**config.mk**
```make
export PLATFORM = sky130hd
export DESIGN_NAME = spline_dds_chan
export DESIGN_NICKNAME = d
export VERILOG_FILES = /design/src/rtl/spline_dds_pkg.sv /design/src/rtl/spline_dds_acc.sv /design/src/rtl/spline_dds_cos.sv /design/src/rtl/spline_dds_shaper.sv /design/src/rtl/spline_dds_chan.sv
export SDC_FILE = /design/constraint.sdc
export NUM_CORES = 2
export LEC_CHECK = 0
export ABC_AREA = 1
export BUFFER_PORTS_ARGS = -buffer_cell sky130_fd_sc_hd__buf_2
export CAP_MARGIN = 15
export CELL_PAD_IN_SITES_DETAIL_PLACEMENT = 0
export CELL_PAD_IN_SITES_GLOBAL_PLACEMENT = 1
export CORE_ASPECT_RATIO = 0.8
export CORE_MARGIN = 2
export CORE_UTILIZATION = 48
export CTS_CLUSTER_DIAMETER = 40
export DETAILED_ROUTE_END_ITERATION = 10
export GPL_TIMING_DRIVEN = 0
export MAX_ROUTING_LAYER = met4
export PLACE_DENSITY = 0.9
export REMOVE_ABC_BUFFERS = 1
export SYNTH_ARGS = -nofsm -noshare
export SYNTH_HDL_FRONTEND = slang
export SYNTH_SLANG_ARGS = --single-unit
export TNS_END_PERCENT = 20
```
**constraint.sdc**
```tcl
create_clock -name clk -period 33.4 [get_ports clk]
set_input_delay 0 -clock clk [delete_from_list [all_inputs] [get_ports clk]]
set_output_delay 0 -clock clk [all_outputs]
set_load 0.005 [all_outputs]
```
**src/rtl/spline_dds_pkg.sv**
```systemverilog
package spline_dds_pkg;
  localparam int COEF_W    = 32;
  localparam int COS_W     = 16;
  localparam int ADDR_W    = 4;
  localparam int OFS_TERMS = 4;
  localparam int AMP_TERMS = 4;
  localparam int PH_TERMS  = 3;

  localparam logic [ADDR_W-1:0] BASE_OFS = 4'd0;
  localparam logic [ADDR_W-1:0] BASE_AMP = 4'd4;
  localparam logic [ADDR_W-1:0] BASE_PH  = 4'd8;

  typedef logic [COEF_W-1:0] coef_t;
endpackage

```
**src/rtl/spline_dds_acc.sv**
```systemverilog
// Cascaded accumulators: each term adds the next-higher difference term.
module spline_dds_acc #(
  parameter int W     = 32,
  parameter int ORDER = 3
) (
  input  logic                  clk,
  input  logic                  rst_q,
  input  logic                  load,
  input  logic [ORDER:0][W-1:0] seed,
  output logic [ORDER:0][W-1:0] terms
);
  logic [ORDER:0][W-1:0] terms_nx;

  for (genvar i = 0; i <= ORDER; i++) begin : g_term
    if (i < ORDER) begin : g_chain
      assign terms_nx[i] = load ? seed[i] : terms[i] + terms[i+1];
    end else begin : g_top
      assign terms_nx[i] = load ? seed[i] : terms[i];
    end
  end

  always_ff @(posedge clk or negedge rst_q) begin
    if (!rst_q) terms <= '0;
    else        terms <= terms_nx;
  end
endmodule

```
**src/rtl/spline_dds_cos.sv**
```systemverilog
// Full-wave cosine from a quarter-wave table built at elaboration.
module spline_dds_cos #(
  parameter int IDX_W = 10,
  parameter int OUT_W = 16
) (
  input  logic [IDX_W-1:0]        idx,
  output logic signed [OUT_W-1:0] val
);
  localparam int  QW      = IDX_W - 2;
  localparam int  QN      = 1 << QW;
  localparam real FULL    = real'((1 << (OUT_W - 1)) - 1);
  localparam real HALF_PI = 1.5707963267948966;

  logic [OUT_W-1:0] quarter [QN];

  for (genvar k = 0; k < QN; k++) begin : g_rom
    localparam int ENTRY = $rtoi(FULL * $cos(HALF_PI * real'(k) / real'(QN)) + 0.5);
    assign quarter[k] = OUT_W'(ENTRY);
  end

  logic [1:0]    quad;
  logic [QW-1:0] fine;
  logic [QW-1:0] fine_rev;

  assign quad     = idx[IDX_W-1 -: 2];
  assign fine     = idx[QW-1:0];
  assign fine_rev = QW'(0) - fine;

  always_comb begin
    unique case (quad)
      2'd0:    val = $signed(quarter[fine]);
      2'd1:    val = (fine == '0) ? '0 : -$signed(quarter[fine_rev]);
      2'd2:    val = -$signed(quarter[fine]);
      default: val = (fine == '0) ? '0 : $signed(quarter[fine_rev]);
    endcase
  end
endmodule

```
**src/rtl/spline_dds_shaper.sv**
```systemverilog
// First-order error-feedback requantizer with clamping.
module spline_dds_shaper #(
  parameter int IN_W  = 16,
  parameter int OUT_W = 14
) (
  input  logic                   clk,
  input  logic                   rst_q,
  input  logic signed [IN_W-1:0] sample_in,
  output logic [OUT_W-1:0]       code_out
);
  localparam int DROP = IN_W - OUT_W;
  localparam int QW   = IN_W + 1 - DROP;
  localparam logic signed [QW-1:0] QMAX = QW'((1 << (OUT_W - 1)) - 1);
  localparam logic signed [QW-1:0] QMIN = -QMAX - QW'(1);

  logic [DROP-1:0]        resid_q, resid_nx;
  logic [OUT_W-1:0]       code_nx;
  logic signed [IN_W:0]   sum_x;
  logic signed [QW-1:0]   quot;

  always_comb begin
    sum_x = {sample_in[IN_W-1], sample_in} + {{(IN_W + 1 - DROP){1'b0}}, resid_q};
    quot  = sum_x[IN_W:DROP];
    if (quot > QMAX) begin
      code_nx  = QMAX[OUT_W-1:0];
      resid_nx = '0;
    end else if (quot < QMIN) begin
      code_nx  = QMIN[OUT_W-1:0];
      resid_nx = '0;
    end else begin
      code_nx  = quot[OUT_W-1:0];
      resid_nx = sum_x[DROP-1:0];
    end
  end

  always_ff @(posedge clk or negedge rst_q) begin
    if (!rst_q) begin
      resid_q  <= '0;
      code_out <= '0;
    end else begin
      resid_q  <= resid_nx;
      code_out <= code_nx;
    end
  end
endmodule

```
**src/rtl/spline_dds_chan.sv**
```systemverilog
module spline_dds_chan
  import spline_dds_pkg::*;
#(
  parameter int NUM_CH    = 16,
  parameter int CH_INDEX  = 0,
  parameter int SAMPLE_W  = 16,
  parameter int DAC_W     = 14,
  parameter int LUT_IDX_W = 10
) (
  input  logic              clk,
  input  logic              rst_n,
  input  logic              cfg_we,
  input  logic [ADDR_W-1:0] cfg_addr,
  input  logic [COEF_W-1:0] cfg_wdata,
  input  logic              trig_stb,
  input  logic [NUM_CH-1:0] trig_mask,
  output logic [DAC_W-1:0]  dac_code
);
  localparam int PROD_W = SAMPLE_W + COS_W;
  localparam logic signed [PROD_W-1:0] SMAX = PROD_W'((1 << (SAMPLE_W - 1)) - 1);
  localparam logic signed [PROD_W-1:0] SMIN = -SMAX - PROD_W'(1);

  // reset: asynchronous assert, synchronous release
  logic [1:0] rst_pipe;
  logic       rst_q;
  always_ff @(posedge clk or negedge rst_n) begin
    if (!rst_n) rst_pipe <= '0;
    else        rst_pipe <= {rst_pipe[0], 1'b1};
  end
  assign rst_q = rst_pipe[1];

  // staged coefficient set
  coef_t [OFS_TERMS-1:0] ofs_stage, ofs_stage_nx;
  coef_t [AMP_TERMS-1:0] amp_stage, amp_stage_nx;
  coef_t [PH_TERMS-1:0]  ph_stage,  ph_stage_nx;

  always_comb begin
    ofs_stage_nx = ofs_stage;
    amp_stage_nx = amp_stage;
    ph_stage_nx  = ph_stage;
    if (cfg_we) begin
      for (int i = 0; i < OFS_TERMS; i++)
        if (cfg_addr == BASE_OFS + ADDR_W'(i)) ofs_stage_nx[i] = cfg_wdata;
      for (int i = 0; i < AMP_TERMS; i++)
        if (cfg_addr == BASE_AMP + ADDR_W'(i)) amp_stage_nx[i] = cfg_wdata;
      for (int i = 0; i < PH_TERMS; i++)
        if (cfg_addr == BASE_PH + ADDR_W'(i)) ph_stage_nx[i] = cfg_wdata;
    end
  end

  always_ff @(posedge clk or negedge rst_q) begin
    if (!rst_q) begin
      ofs_stage <= '0;
      amp_stage <= '0;
      ph_stage  <= '0;
    end else begin
      ofs_stage <= ofs_stage_nx;
      amp_stage <= amp_stage_nx;
      ph_stage  <= ph_stage_nx;
    end
  end

  // trigger acceptance
  logic fire;
  assign fire = trig_stb & trig_mask[CH_INDEX];

  // running evaluators
  coef_t [OFS_TERMS-1:0] ofs_terms;
  coef_t [AMP_TERMS-1:0] amp_terms;
  coef_t [PH_TERMS-1:0]  ph_terms;

  spline_dds_acc #(.W(COEF_W), .ORDER(OFS_TERMS - 1)) ofs_acc_i (
    .clk(clk), .rst_q(rst_q), .load(fire), .seed(ofs_stage), .terms(ofs_terms));
  spline_dds_acc #(.W(COEF_W), .ORDER(AMP_TERMS - 1)) amp_acc_i (
    .clk(clk), .rst_q(rst_q), .load(fire), .seed(amp_stage), .terms(amp_terms));
  spline_dds_acc #(.W(COEF_W), .ORDER(PH_TERMS - 1)) ph_acc_i (
    .clk(clk), .rst_q(rst_q), .load(fire), .seed(ph_stage), .terms(ph_terms));

  // stage 1: cosine lookup, align offset and amplitude
  logic signed [COS_W-1:0]    cos_val;
  logic signed [COS_W-1:0]    cos_s1;
  logic signed [SAMPLE_W-1:0] ofs_s1, amp_s1;

  spline_dds_cos #(.IDX_W(LUT_IDX_W), .OUT_W(COS_W)) cos_i (
    .idx(ph_terms[0][COEF_W-1 -: LUT_IDX_W]), .val(cos_val));

  always_ff @(posedge clk or negedge rst_q) begin
    if (!rst_q) begin
      cos_s1 <= '0;
      ofs_s1 <= '0;
      amp_s1 <= '0;
    end else begin
      cos_s1 <= cos_val;
      ofs_s1 <= $signed(ofs_terms[0][COEF_W-1 -: SAMPLE_W]);
      amp_s1 <= $signed(amp_terms[0][COEF_W-1 -: SAMPLE_W]);
    end
  end

  // stage 2: product, sum, clamp
  logic signed [PROD_W-1:0]   prod, scaled, total;
  logic signed [SAMPLE_W-1:0] sum_nx, sum_q;

  always_comb begin
    prod   = amp_s1 * cos_s1;
    scaled = prod >>> (COS_W - 1);
    total  = scaled + {{(PROD_W - SAMPLE_W){ofs_s1[SAMPLE_W-1]}}, ofs_s1};
    if (total > SMAX)      sum_nx = SMAX[SAMPLE_W-1:0];
    else if (total < SMIN) sum_nx = SMIN[SAMPLE_W-1:0];
    else                   sum_nx = total[SAMPLE_W-1:0];
  end

  always_ff @(posedge clk or negedge rst_q) begin
    if (!rst_q) sum_q <= '0;
    else        sum_q <= sum_nx;
  end

  // stage 3: noise-shaped requantization
  spline_dds_shaper #(.IN_W(SAMPLE_W), .OUT_W(DAC_W)) shaper_i (
    .clk(clk), .rst_q(rst_q), .sample_in(sum_q), .code_out(dac_code));

  logic unused_bits;
  assign unused_bits = ^{ofs_terms, amp_terms, ph_terms, trig_mask};
endmodule

```
==> flow_metrics.py <==
metrics = {
    "route": {
        "vias": 56335,
        "route.antenna.remaining_nets": 0,
        "routed_wire_length_per_instance_um": 20.8,
        "drt_iter0_drc": 6315,
        "drcViolationCount": 0,
        "drt_wl_total_mm": 208,
        "first_pass_iters": 6,
        "via_per_inst": 5.64,
    },
    "cells_and_area": {
        "mostFrequentLayoutCells": "sky130_fd_sc_hd__nand2_1 (2704), sky130_fd_sc_hd__inv_1 (921), sky130_fd_sc_hd__dfrtp_1 (782)",
        "layout.nets": 8958,
        "drive_gt1_share_pct": 6.48,
        "most_common_cell_after_layout_fill_and_taps_aside": "sky130_fd_sc_hd__nand2_1",
        "synthesis_to_layout_area_growth_pct": 10.2,
    },
    "timing": {
        "worst_skew_ps": 64.0,
        "maxSlewHeadroom_pct": 12.2,
        "grt_setup_unrepaired": "false",
        "transition_time_at_the_pin_with_the_least_slew_margin_ps": 1320,
        "period_minus_slack_ps": 8520,
        "timing.final.crit_share_pct": 25.5,
        "timing.final.setup_violations": 0,
        "finalMaxSlewViolations": 0,
        "final_hold_violation_count": 0,
        "fin_worst_hold_slack_ps": 26.1,
        "max_clock_freq_ghz": 0.117,
        "final_critical_path_setup_slack_ps": 24880,
    },
    "die": {
        "chipHeight_um": 322,
        "initial_cell_density_of_the_core_pct": 48.5,
        "top_level_ports": 70,
        "core_region_area_um2": 125000,
        "die-width_um": 402,
        "die-area_um2": 129000,
        "std_cell_rows": 116,
    },
    "clocking": {
        "clock_tree.buffer_depth": 3,
        "number_of_sinks_on_the_clock_net": 786,
        "cts_tree": "yes",
        "cts_root_buffer": "sky130_fd_sc_hd__clkbuf_16",
        "clk_latency_ps": 760,
        "cts.clk_slew.worst_paths_ps": 60,
        "post_cts_resized": 0,
        "h-tree-depth": 3,
        "tritoncts.num_buffers": 113,
    },
    "synthesis": {
        "yosys-mux-area-fraction_pct": 0,
        "post_synth_xor_area_fraction_pct": 1.43,
        "synth_sequential_area_ratio_pct": 32.4,
        "synth-edff-count": 0,
        "synth_simple_gate_area_share_pct": 28.5,
        "ys_dominant_reg_cell": "sky130_fd_sc_hd__dfrtp_1",
        "postSynthCellCount": 8346,
        "synth_warnings": 0,
        "synth_adder_area_share_pct": 17.1,
        "netlist-cell-type-count": 58,
        "synth_area_um2": 60700,
        "synth_top_family_by_area": "simple AND/OR/NAND/NOR gates",
        "postSynth.asyncResetShare_pct": 100,
        "synth_compound_area_share_pct": 12.1,
        "post_synth.cell_area_avg_um2": 7.28,
        "postSynthRegisterBits": 786,
    },
    "grt": {
        "pin_count_of_the_biggest_net_entering_global_routing": 160,
        "first_global_vias": 54037,
        "grt_antenna_before_repair": 11,
        "grt_overflow_total": 0,
        "grt_first_pass_wirelength_mm": 323,
        "grt_util_all_layers_pct": 33.1,
    },
    "setup_path": {
        "cell_with_the_most_instances_on_the_worst_path": "sky130_fd_sc_hd__fa_1",
        "max_stage_delay_on_crit_path_ps": 890,
        "crit_slowest_cell": "sky130_fd_sc_hd__dfrtp_1",
        "critical_path_buf_inv_count": 5,
        "worst-setup-path-type": "register to register",
        "endpoint_required_time_on_the_critical_path_ps": 34010,
        "critPathTopFamily": "adder cells",
        "crit_path_max_fanout": 16,
        "crit_path_dat_ps": 9130,
        "critical_path.startpoint_type": "register",
        "end_kind": "register",
    },
    "placed_design": {
        "placement.setup.worst_slack_ps": 24960,
        "dp_hpwl_mm": 152,
        "place_congestion": 0.968,
        "total_of_buffers_placed_on_input_and_output_ports": 54,
    },
    "worst_hold_path": {
        "hold_path.class": "input port to register",
    },
    "run": {
        "drv_cap": 0,
    },
    "run_status": {
        "status": "finished clean",
    },
}
[final cells by class]
type	count	area, um2
fill	12207	58300
multi-input combinational	6263	36000
sequential	786	19700
inverter	945	3560
clock buffer	129	2980
tap	1652	2070
timing repair buffer	128	1620
clock inverter	84	1030
antenna	2	5.00
[repair_timing]
item	in CTS	in global routing
hold buffers	32	0
setup endpoints to repair	0	0
hold endpoints to repair	246	0
buffers inserted	0	0
[worst min-delay path, cell delays in order]
cell and delay (ps):
sky130_fd_sc_hd__buf_2 130, sky130_fd_sc_hd__inv_1 340, sky130_fd_sc_hd__o21ai_0 260
[sequential cells by signal, summed over array words and instances, names as in the netlist, 96 cells and up]
register and cells:
amp_acc_i.terms 128, amp_stage 128, ofs_acc_i.terms 128, ofs_stage 128, ph_acc_i.terms 96, ph_stage 96
[worst paths after layout]
check | startpoint | to | slack (ps) | cells after the start
worst max-delay path | amp_s1[10]$_DFF_PN0_ | sum_q[1]$_DFF_PN0_ | 24880 | 30
worst min-delay path | cfg_wdata[6] | ph_stage[38]$_DFFE_PN0P_ | 30 | 3
worst max register to register | amp_s1[10]$_DFF_PN0_ | sum_q[1]$_DFF_PN0_ | 24880 | 30
worst min register to register | rst_pipe[1]$_DFF_PN0_ | ph_acc_i.terms[75]$_DFFE_PN0P_ | 320 | 0
max in group asynchronous | rst_pipe[1]$_DFF_PN0_ | shaper_i.code_out[1]$_DFF_PN0_ | 31540 | 3
min in group asynchronous | rst_n | rst_pipe[1]$_DFF_PN0_ | 90 | 3
[cells in the mapped netlist, types with 3 or more instances]
| cell type | instances | share of area [%] |
|---|---|---|
| sky130_fd_sc_hd__nand2_1 | 2712 | 17 |
| sky130_fd_sc_hd__inv_1 | 922 | 5.7 |
| sky130_fd_sc_hd__dfrtp_1 | 786 | 32 |
| sky130_fd_sc_hd__nand3_1 | 704 | 5.8 |
| sky130_fd_sc_hd__o21ai_0 | 684 | 5.6 |
| sky130_fd_sc_hd__a21oi_1 | 414 | 3.4 |
| sky130_fd_sc_hd__ha_1 | 387 | 8.0 |
| sky130_fd_sc_hd__nor2_1 | 380 | 2.3 |
| sky130_fd_sc_hd__fa_1 | 278 | 9.2 |
| sky130_fd_sc_hd__clkbuf_1 | 248 | 1.5 |
| sky130_fd_sc_hd__or2_2 | 155 | 1.6 |
| sky130_fd_sc_hd__nor3_1 | 67 | 0.55 |
| sky130_fd_sc_hd__buf_2 | 57 | 0.47 |
| sky130_fd_sc_hd__nand4_1 | 57 | 0.59 |
| sky130_fd_sc_hd__xnor2_1 | 49 | 0.71 |
| sky130_fd_sc_hd__xor2_1 | 48 | 0.69 |
| sky130_fd_sc_hd__a31oi_1 | 42 | 0.43 |
| sky130_fd_sc_hd__o21a_1 | 34 | 0.42 |
| sky130_fd_sc_hd__o211ai_1 | 28 | 0.35 |
| sky130_fd_sc_hd__o21bai_1 | 28 | 0.35 |
| sky130_fd_sc_hd__a21o_1 | 27 | 0.33 |
| sky130_fd_sc_hd__buf_4 | 24 | 0.30 |
| sky130_fd_sc_hd__o21ai_1 | 21 | 0.17 |
| sky130_fd_sc_hd__o31ai_1 | 21 | 0.26 |
| sky130_fd_sc_hd__nor4_1 | 20 | 0.21 |
| sky130_fd_sc_hd__inv_2 | 19 | 0.12 |
| sky130_fd_sc_hd__nand2_2 | 15 | 0.15 |
| sky130_fd_sc_hd__nand3b_1 | 13 | 0.16 |
| sky130_fd_sc_hd__buf_1 | 11 | 0.068 |
| sky130_fd_sc_hd__buf_6 | 11 | 0.20 |
| sky130_fd_sc_hd__a21boi_0 | 9 | 0.11 |
| sky130_fd_sc_hd__a221oi_1 | 8 | 0.12 |
| sky130_fd_sc_hd__nor2_2 | 8 | 0.082 |
| sky130_fd_sc_hd__nor2_4 | 7 | 0.13 |
| sky130_fd_sc_hd__a211oi_1 | 6 | 0.074 |
| sky130_fd_sc_hd__o221a_2 | 6 | 0.11 |
| sky130_fd_sc_hd__o221ai_1 | 5 | 0.072 |
| sky130_fd_sc_hd__and2_1 | 4 | 0.041 |
| sky130_fd_sc_hd__o2111ai_1 | 4 | 0.058 |
| sky130_fd_sc_hd__a22oi_1 | 3 | 0.037 |
| sky130_fd_sc_hd__clkinv_1 | 3 | 0.019 |
| sky130_fd_sc_hd__o22ai_1 | 3 | 0.031 |
[layer usage]
metal / track usage [%] / routed length (um) / up-vias
met5: - / 0 / -
met4: 7.97 / 5300 / 0
met3: 5.57 / 18100 / 326
met2: 47.0 / 86300 / 2311
met1: 48.9 / 98000 / 27002
li1: - / - / 26696
[through the flow]
stage / instance area [um2] / instances / setup TNS (ps) / utilization (%)
after floorplan: 59200 / 7994 / 0 / -
after global placement: 61500 / 9700 / -1335160 / 49.1
after global routing: 66900 / 9987 / 0 / 53.4
after detailed placement: 62600 / 9742 / 0 / 50.0
after CTS: 66900 / 9987 / 0 / 53.4
final: 66900 / 9989 / 0 / 53.5
[logic make-up after synthesis]
logic type                 after synthesis
adders and majority gates              665
xor gates and xnor gates                98
DFF                                    786
and+or+nand+nor                       4148
AOI/OAI and AO/OA                     1351
other                                    1
buffers and inverters                 1297
Power is not shown: default switching activity piles up to over one toggle a cycle in this logic, so the estimate is an artifact.
